### src/rtl/spim_pkg.sv
package spim_pkg;

  typedef enum logic [1:0] {
    ST_IDLE  = 2'd0,
    ST_SHIFT = 2'd1,
    ST_TRAIL = 2'd2
  } ctrl_state_t;

  // strobes from control to datapath, all valid for one clock
  typedef struct packed {
    logic startFrame;  // take the holding word as the next frame
    logic driveBit;    // present the next bit on MOSI
    logic sampleBit;   // capture MISO
    logic lastEdge;    // final SCK transition of the frame
    logic goIdle;      // frame abandoned or finished
  } spim_strobe_t;

  localparam logic [1:0] MODE_FRAMED = 2'b11;

endpackage

### src/rtl/spim_ctrl.sv
module spim_ctrl
  import spim_pkg::*;
#(
  parameter int MAX_BITS = 8,
  parameter int HALF_W   = 4,
  localparam int BITS_W  = $clog2(MAX_BITS)
) (
  input  logic              clk,
  input  logic              rstN,
  input  logic              cfgEnable,
  input  logic [1:0]        cfgMode,
  input  logic              cfgPhase,
  input  logic [BITS_W-1:0] cfgBits,
  input  logic [HALF_W-1:0] cfgHalf,
  input  logic              pendValid,
  output spim_strobe_t      strb,
  output logic              sckRaw,
  output logic              selActive
);

  localparam int EDGE_W = $clog2(2 * MAX_BITS + 1);

  ctrl_state_t       state;
  logic [HALF_W-1:0] halfCnt;
  logic [EDGE_W-1:0] edgeCnt;

  logic [HALF_W-1:0] halfLen;
  logic [EDGE_W-1:0] frameBits;
  logic [EDGE_W-1:0] lastEdgeNum;
  logic [EDGE_W-1:0] nextEdge;
  logic              tick;
  logic              edgeNow;
  logic              isLast;
  logic              chain;

  always_comb begin
    halfLen     = (cfgHalf == '0) ? HALF_W'(1) : cfgHalf;
    frameBits   = (cfgBits == '0) ? EDGE_W'(MAX_BITS) : EDGE_W'(cfgBits);
    lastEdgeNum = frameBits << 1;
    tick        = (halfCnt == '0);
    nextEdge    = edgeCnt + 1'b1;
    edgeNow     = cfgEnable && (state == ST_SHIFT) && tick;
    isLast      = edgeNow && (nextEdge == lastEdgeNum);
    chain       = isLast && (cfgMode == MODE_FRAMED) && pendValid;

    strb            = '0;
    strb.startFrame = (cfgEnable && state == ST_IDLE && pendValid) || chain;
    strb.sampleBit  = edgeNow && (nextEdge[0] ^ cfgPhase);
    strb.driveBit   = edgeNow && !isLast && (nextEdge[0] == cfgPhase);
    strb.lastEdge   = isLast;
    strb.goIdle     = !cfgEnable || (state == ST_TRAIL && tick);
  end

  always_ff @(posedge clk or negedge rstN) begin
    if (!rstN) begin
      state   <= ST_IDLE;
      halfCnt <= '0;
      edgeCnt <= '0;
      sckRaw  <= 1'b0;
    end else if (!cfgEnable) begin
      state   <= ST_IDLE;
      halfCnt <= '0;
      edgeCnt <= '0;
      sckRaw  <= 1'b0;
    end else begin
      case (state)
        ST_IDLE: begin
          if (pendValid) begin
            state   <= ST_SHIFT;
            halfCnt <= halfLen - 1'b1;
            edgeCnt <= '0;
          end
        end
        ST_SHIFT: begin
          if (tick) begin
            sckRaw  <= ~sckRaw;
            halfCnt <= halfLen - 1'b1;
            if (isLast) begin
              edgeCnt <= '0;
              if (!chain) state <= ST_TRAIL;
            end else begin
              edgeCnt <= nextEdge;
            end
          end else begin
            halfCnt <= halfCnt - 1'b1;
          end
        end
        ST_TRAIL: begin
          if (tick) state <= ST_IDLE;
          else      halfCnt <= halfCnt - 1'b1;
        end
        default: state <= ST_IDLE;
      endcase
    end
  end

  assign selActive = (state != ST_IDLE);

  // SCK only moves while shifting
  a_r3_sck_moves_in_shift: assert property (@(posedge clk) disable iff (!rstN)
    (cfgEnable && $past(cfgEnable) && sckRaw != $past(sckRaw)) |-> $past(state) == ST_SHIFT);

  // no frame active means SCK at idle level
  a_r3_idle_level: assert property (@(posedge clk) disable iff (!rstN)
    (state == ST_IDLE) |-> !sckRaw);

  // select rises with SCK still idle and no edge counted
  a_r7_lead_half: assert property (@(posedge clk) disable iff (!rstN)
    $rose(selActive) |-> (!sckRaw && edgeCnt == '0));

  // chained frame keeps select active and stays shifting
  a_r8_no_gap: assert property (@(posedge clk) disable iff (!rstN)
    (strb.lastEdge && strb.startFrame) |=> (state == ST_SHIFT && selActive));

  // disabling returns to idle on the next clock
  a_r2_disable_idles: assert property (@(posedge clk) disable iff (!rstN)
    !cfgEnable |=> state == ST_IDLE);

endmodule

### src/rtl/spim_dpath.sv
module spim_dpath
  import spim_pkg::*;
#(
  parameter int MAX_BITS = 8,
  localparam int BITS_W  = $clog2(MAX_BITS)
) (
  input  logic                clk,
  input  logic                rstN,
  input  logic [BITS_W-1:0]   cfgBits,
  input  logic                cfgPhase,
  input  spim_strobe_t        strb,
  input  logic [MAX_BITS-1:0] txData,
  input  logic                txLoad,
  input  logic                miso,
  output logic                pendValid,
  output logic                mosiBit,
  output logic [MAX_BITS-1:0] rxData,
  output logic                rxDone
);

  logic [MAX_BITS-1:0] pendData;
  logic [MAX_BITS-1:0] shiftReg;
  logic [MAX_BITS-1:0] rxShift;
  logic [BITS_W:0]     frameLen;
  logic [BITS_W:0]     padBits;
  logic [MAX_BITS-1:0] aligned;
  logic [MAX_BITS-1:0] sampled;

  always_comb begin
    frameLen = (cfgBits == '0) ? (BITS_W + 1)'(MAX_BITS) : {1'b0, cfgBits};
    padBits  = (BITS_W + 1)'(MAX_BITS) - frameLen;
    aligned  = pendData << padBits;
    sampled  = {rxShift[MAX_BITS-2:0], miso};
  end

  // holding word
  always_ff @(posedge clk or negedge rstN) begin
    if (!rstN) begin
      pendValid <= 1'b0;
      pendData  <= '0;
    end else if (txLoad) begin
      pendValid <= 1'b1;
      pendData  <= txData;
    end else if (strb.startFrame) begin
      pendValid <= 1'b0;
    end
  end

  // transmit side
  always_ff @(posedge clk or negedge rstN) begin
    if (!rstN) begin
      shiftReg <= '0;
      mosiBit  <= 1'b0;
    end else if (strb.goIdle) begin
      mosiBit  <= 1'b0;
    end else if (strb.startFrame) begin
      shiftReg <= cfgPhase ? aligned : (aligned << 1);
      if (!cfgPhase) mosiBit <= aligned[MAX_BITS-1];
    end else if (strb.driveBit) begin
      mosiBit  <= shiftReg[MAX_BITS-1];
      shiftReg <= shiftReg << 1;
    end
  end

  // receive side
  always_ff @(posedge clk or negedge rstN) begin
    if (!rstN) begin
      rxShift <= '0;
      rxData  <= '0;
      rxDone  <= 1'b0;
    end else begin
      rxDone <= strb.lastEdge;
      if (strb.lastEdge) rxData <= cfgPhase ? sampled : rxShift;
      if (strb.startFrame)     rxShift <= '0;
      else if (strb.sampleBit) rxShift <= sampled;
    end
  end

  // done is a single-cycle pulse
  a_r5_done_single: assert property (@(posedge clk) disable iff (!rstN)
    rxDone |=> !rxDone);

  // a started word empties the holding register unless reloaded
  a_r10_pending_consumed: assert property (@(posedge clk) disable iff (!rstN)
    (strb.startFrame && !txLoad) |=> !pendValid);

  // load captures the presented word
  a_r10_capture: assert property (@(posedge clk) disable iff (!rstN)
    txLoad |=> (pendValid && pendData == $past(txData)));

endmodule

### src/rtl/spi_frame_master.sv
module spi_frame_master
  import spim_pkg::*;
#(
  parameter int MAX_BITS = 8,
  parameter int HALF_W   = 4,
  localparam int BITS_W  = $clog2(MAX_BITS)
) (
  input  logic                clk,
  input  logic                rstN,
  input  logic                cfgEnable,
  input  logic [1:0]          cfgMode,
  input  logic                cfgPhase,
  input  logic                cfgPolarity,
  input  logic                cfgSelInvert,
  input  logic                cfgSelOutput,
  input  logic                cfgOpenDrain,
  input  logic [BITS_W-1:0]   cfgBits,
  input  logic [HALF_W-1:0]   cfgHalf,
  input  logic [MAX_BITS-1:0] txData,
  input  logic                txLoad,
  input  logic                miso,
  output logic [MAX_BITS-1:0] rxData,
  output logic                rxDone,
  output logic                sck,
  output logic                sckOe,
  output logic                mosi,
  output logic                mosiOe,
  output logic                ssel,
  output logic                sselOe
);

  spim_strobe_t strb;
  logic         pendValid;
  logic         sckRaw;
  logic         selActive;
  logic         mosiBit;

  spim_ctrl #(.MAX_BITS(MAX_BITS), .HALF_W(HALF_W)) uCtrl (
    .clk       (clk),
    .rstN      (rstN),
    .cfgEnable (cfgEnable),
    .cfgMode   (cfgMode),
    .cfgPhase  (cfgPhase),
    .cfgBits   (cfgBits),
    .cfgHalf   (cfgHalf),
    .pendValid (pendValid),
    .strb      (strb),
    .sckRaw    (sckRaw),
    .selActive (selActive)
  );

  spim_dpath #(.MAX_BITS(MAX_BITS)) uDpath (
    .clk       (clk),
    .rstN      (rstN),
    .cfgBits   (cfgBits),
    .cfgPhase  (cfgPhase),
    .strb      (strb),
    .txData    (txData),
    .txLoad    (txLoad),
    .miso      (miso),
    .pendValid (pendValid),
    .mosiBit   (mosiBit),
    .rxData    (rxData),
    .rxDone    (rxDone)
  );

  always_comb begin
    sck    = sckRaw ^ cfgPolarity;
    mosi   = mosiBit;
    ssel   = ~(selActive ^ cfgSelInvert);
    sckOe  = cfgEnable & (~cfgOpenDrain | ~sck);
    mosiOe = cfgEnable & (~cfgOpenDrain | ~mosi);
    sselOe = cfgEnable & cfgSelOutput & (~cfgOpenDrain | ~ssel);
  end

endmodule

### config.mk
export PLATFORM = sky130hd
export DESIGN_NAME = spi_frame_master
export DESIGN_NICKNAME = d
export VERILOG_FILES = /design/src/rtl/spim_pkg.sv /design/src/rtl/spim_ctrl.sv /design/src/rtl/spim_dpath.sv /design/src/rtl/spi_frame_master.sv
export SDC_FILE = /design/constraint.sdc
export NUM_CORES = 1
export LEC_CHECK = 0
export BUFFER_PORTS_ARGS = -buffer_cell sky130_fd_sc_hd__buf_2
export CAP_MARGIN = 20
export CELL_PAD_IN_SITES_DETAIL_PLACEMENT = 0
export CELL_PAD_IN_SITES_GLOBAL_PLACEMENT = 1
export CORE_MARGIN = 2
export CORE_UTILIZATION = 45
export DETAILED_ROUTE_END_ITERATION = 8
export HOLD_SLACK_MARGIN = 0.15
export PLACE_DENSITY = 0.84
export SLEW_MARGIN = 20
export SYNTH_ARGS = -nofsm -noshare
export SYNTH_HDL_FRONTEND = slang
export SYNTH_SLANG_ARGS = --single-unit
### constraint.sdc
create_clock -name clk -period 3.1 [get_ports clk]
set_input_delay 0.155 -clock clk [delete_from_list [all_inputs] [get_ports clk]]
set_output_delay 0.155 -clock clk [all_outputs]
set_load 0.005 [all_outputs]
==> reports/metrics.csv <==
metric;value;unit
status;finished clean;
Psw;800;uW
fraction of layout instances using a drive strength above 1;26.1;%
largest net degree at the start of global routing;48;
CP startpoint kind;flop;
Setup Viol. Count Final;0;
DRC Markers;0;
CTS tree;built;
Yosys reg bits;47;
First-pass DRT Iterations;6;
Least-Margin Pin Slew;0.621;ns
via count;2243;
min Tclk post-route;2.73;ns
Net Count, Synth;313;
Clock Pin Slew Worst Setup and Hold Paths;0.09;ns
initial antenna violation count;0;
CP Depth;8;
Syn-to-layout area delta;17.8;%
min setup slack post-route;0.374;ns
placed cell area;3170;um^2
Pint;1.49;mW
Worst Hold Class;in2reg;
Core ar.;6280;um^2
cell breakdown of the critical path;ha_1, and3_1, xnor3_1, nand4b_2, o21ai_2, buf_4, mux2_2, mux2_2;
first-pass GRT wire length;10500;um
Most Frequent Cell on Critical Path;mux2_2;
leakage power;1.66;nW
Comb power frac;41.3;%
top_reg_cell synth;dfrtp_1;
switching share of total power;35.0;%
Max-Cap Viols;0;
final wirelength;6100;um
clk_lat worst skew;0.30;ns
gr usage total;18.2;%
CTS resizes;0;
EDFF count, synth;0;
Syn. warnings;0;
Filler cells;577;
Syn Std Cell Area;2900;um^2
RSZ-0062 raised after global routing;false;
Tot Pwr;2.29;mW
Vias/cell;5.51;
highest-count cells in the layout ignoring fill and taps;47 x dfrtp_1, 40 x buf_2, 29 x mux2i_1;
ys async rst share;100;%
worst-path fanout max;10;
design area;3410;um^2
sequential share of power;34.9;%
DRT iter0 DRCs;121;
routed len/inst;15.0;um
Congestion Overflow GR;0;
Hold Path Cell Cnt;2;
ant diodes;0;
pre-CTS setup slack;0.375;ns
Power per Cell Area;671;nW/um^2
final hold violation count;0;
dpl hpwl;4380;um
Peak Freq;0.367;GHz
clk_skew;0.00340;ns
vias in the first global route;2296;
CP max stage cell;dfrtp_1;
CTS max path bufs;2;
I/O Pins;42;
leading cell type in the layout, fill and taps excluded;dfrtp_1;
Mapped Cells;279;
Critical Path RT;3.30;ns
Placement Rows;29;
cell family with most CP delay;multiplexers;
Final nets;363;
Max Transition Viols Final;0;
Worst EP arrival;2.92;ns
CTS Buf Count;5;
Avg Inst Size Synth;10.4;um^2
Final Cycle Share;87.9;%
Die Wd;84.2;um
Root Driver;clkbuf_8;
CTS sink cnt;47;
final setup TNS;0;ns
crit path buf inv count;1;
Seq/Total Area, Yosys;40.6;%
Initial Util;46.1;%
Cell variety after synth;52;
maximum VDD drop;0.338;mV
Die Y;84.2;um
FF-to-FF path depth;8;
Largest stage delay, worst path;0.45;ns
Placer Congestion;0.829;
die area;7090;um^2
Post-DRT Antenna Nets;0;
I/O Buffers;41;
Worst Setup Path Type;reg2reg;
clock network power share;23.8;%
Setup crit end kind;flop;
number of H-tree levels;2;
Rel. slew slack;58.4;%
-- metal layers --
metal	track usage, %	vias up	share of wire [%]	routed length, um
li1	-	1109	-	-
met4	7.04	0	1.6	99
met5	0	-	0	0
met1	23.3	1090	44	2690
met2	31.0	36	51	3130
met3	3.05	8	3.1	187
-- logic make-up after synthesis --
group | count (synthesis) | share of synthesized area [%]
flip-flops | 47 | 40.6
AND/OR/NAND/NOR | 73 | 13.3
adder cells (fa/ha/maj) | 7 | 3.02
XOR/XNOR | 15 | 5.49
buffers and inverters | 24 | 3.59
multiplexers | 54 | 20.5
AO/OA/AOI/OAI | 59 | 13.5
-- worst reg2reg max path, cell delays in order, from the launching register on --
cell,delay [ns]
dfrtp_1,0.45
ha_1,0.28
and3_1,0.20
xnor3_1,0.33
nand4b_2,0.13
o21ai_2,0.39
buf_4,0.25
mux2_2,0.34
mux2_2,0.26
-- Yosys cell counts, drive strengths merged, types with 3 or more instances --
cell / number / share of area (%)
a21boi: 3 / 0.78
a21o: 6 / 1.6
a21oi: 5 / 0.86
a31oi: 5 / 1.1
and3: 4 / 0.86
buf: 5 / 1.1
clkbuf: 8 / 1.0
dfrtp: 47 / 41
ha: 7 / 3.0
inv: 10 / 1.3
mux2: 23 / 8.9
mux2i: 29 / 10
nand2: 21 / 2.7
nand3: 6 / 1.0
nor2: 16 / 2.1
nor2b: 3 / 0.65
nor3: 7 / 1.2
nor3b: 3 / 1.3
o21ai: 20 / 3.7
o22ai: 4 / 0.86
xnor2: 8 / 2.4
xor2: 5 / 1.5
-- flip-flops by register name, summed over array words and instances, names as in the netlist --
register	flops
uCtrl.edgeCnt	5
uCtrl.halfCnt	4
uCtrl.sckRaw	1
uCtrl.state	2
uDpath.mosiBit	1
uDpath.pendData	8
uDpath.pendValid	1
uDpath.rxData	8
uDpath.rxDone	1
uDpath.rxShift	8
uDpath.shiftReg	8
-- final timing paths --
path	startpoint	end	slack, ns
max in group asynchronous	rstN	uDpath.rxShift[4]	2.29
min reg2reg	uDpath.rxData[6]	uDpath.rxData[6]	0.48
max reg2reg	uCtrl.edgeCnt[0]	uDpath.shiftReg[1]	0.37
min	txLoad	uDpath.pendValid	0.21
min in group asynchronous	rstN	uDpath.pendData[2]	0.40
max	uCtrl.edgeCnt[0]	uDpath.shiftReg[1]	0.37
-- through the flow --
step	utilization, %	instances	hold WS (ns)
4_1_cts	54.3	407	0.202
3_5_place_dp	50.5	389	0.390
6_report	54.4	407	0.206
5_1_grt	54.4	407	0.209
2_1_floorplan	-	279	-0.141
3_3_place_gp	50.5	389	0.386
-- power by group through the flow --
| stage | Clock [mW] | Combinational (mW) | Sequential (mW) |
|---|---|---|---|
| floorplan | 0 | 0.726 | 0.788 |
| global placement | 0 | 0.916 | 0.805 |
| detailed placement | 0 | 0.930 | 0.812 |
| CTS | 0.551 | 0.949 | 0.800 |
| global route | 0.575 | 1.05 | 0.812 |
| finish | 0.544 | 0.945 | 0.800 |
-- cell type report --
| type | instances | area (um^2) | share of cell area [%] |
|---|---|---|---|
| multi-input cells | 208 | 1620 | 47.4 |
| repair buffers | 56 | 345 | 10.1 |
| clock inverters | 3 | 67.6 | 1.98 |
| clock buffers | 5 | 68.8 | 2.02 |
| flip-flops and latches | 47 | 1180 | 34.5 |
| well taps | 77 | 96.3 | 2.82 |
| inverters | 11 | 41.3 | 1.21 |
-- repair_timing --
item                                   4_1_cts  5_1_grt
hold buffers                                10        0
buffers inserted                             0        0
endpoints found under the hold margin       56        0
(Power assumes the default switching activity.)
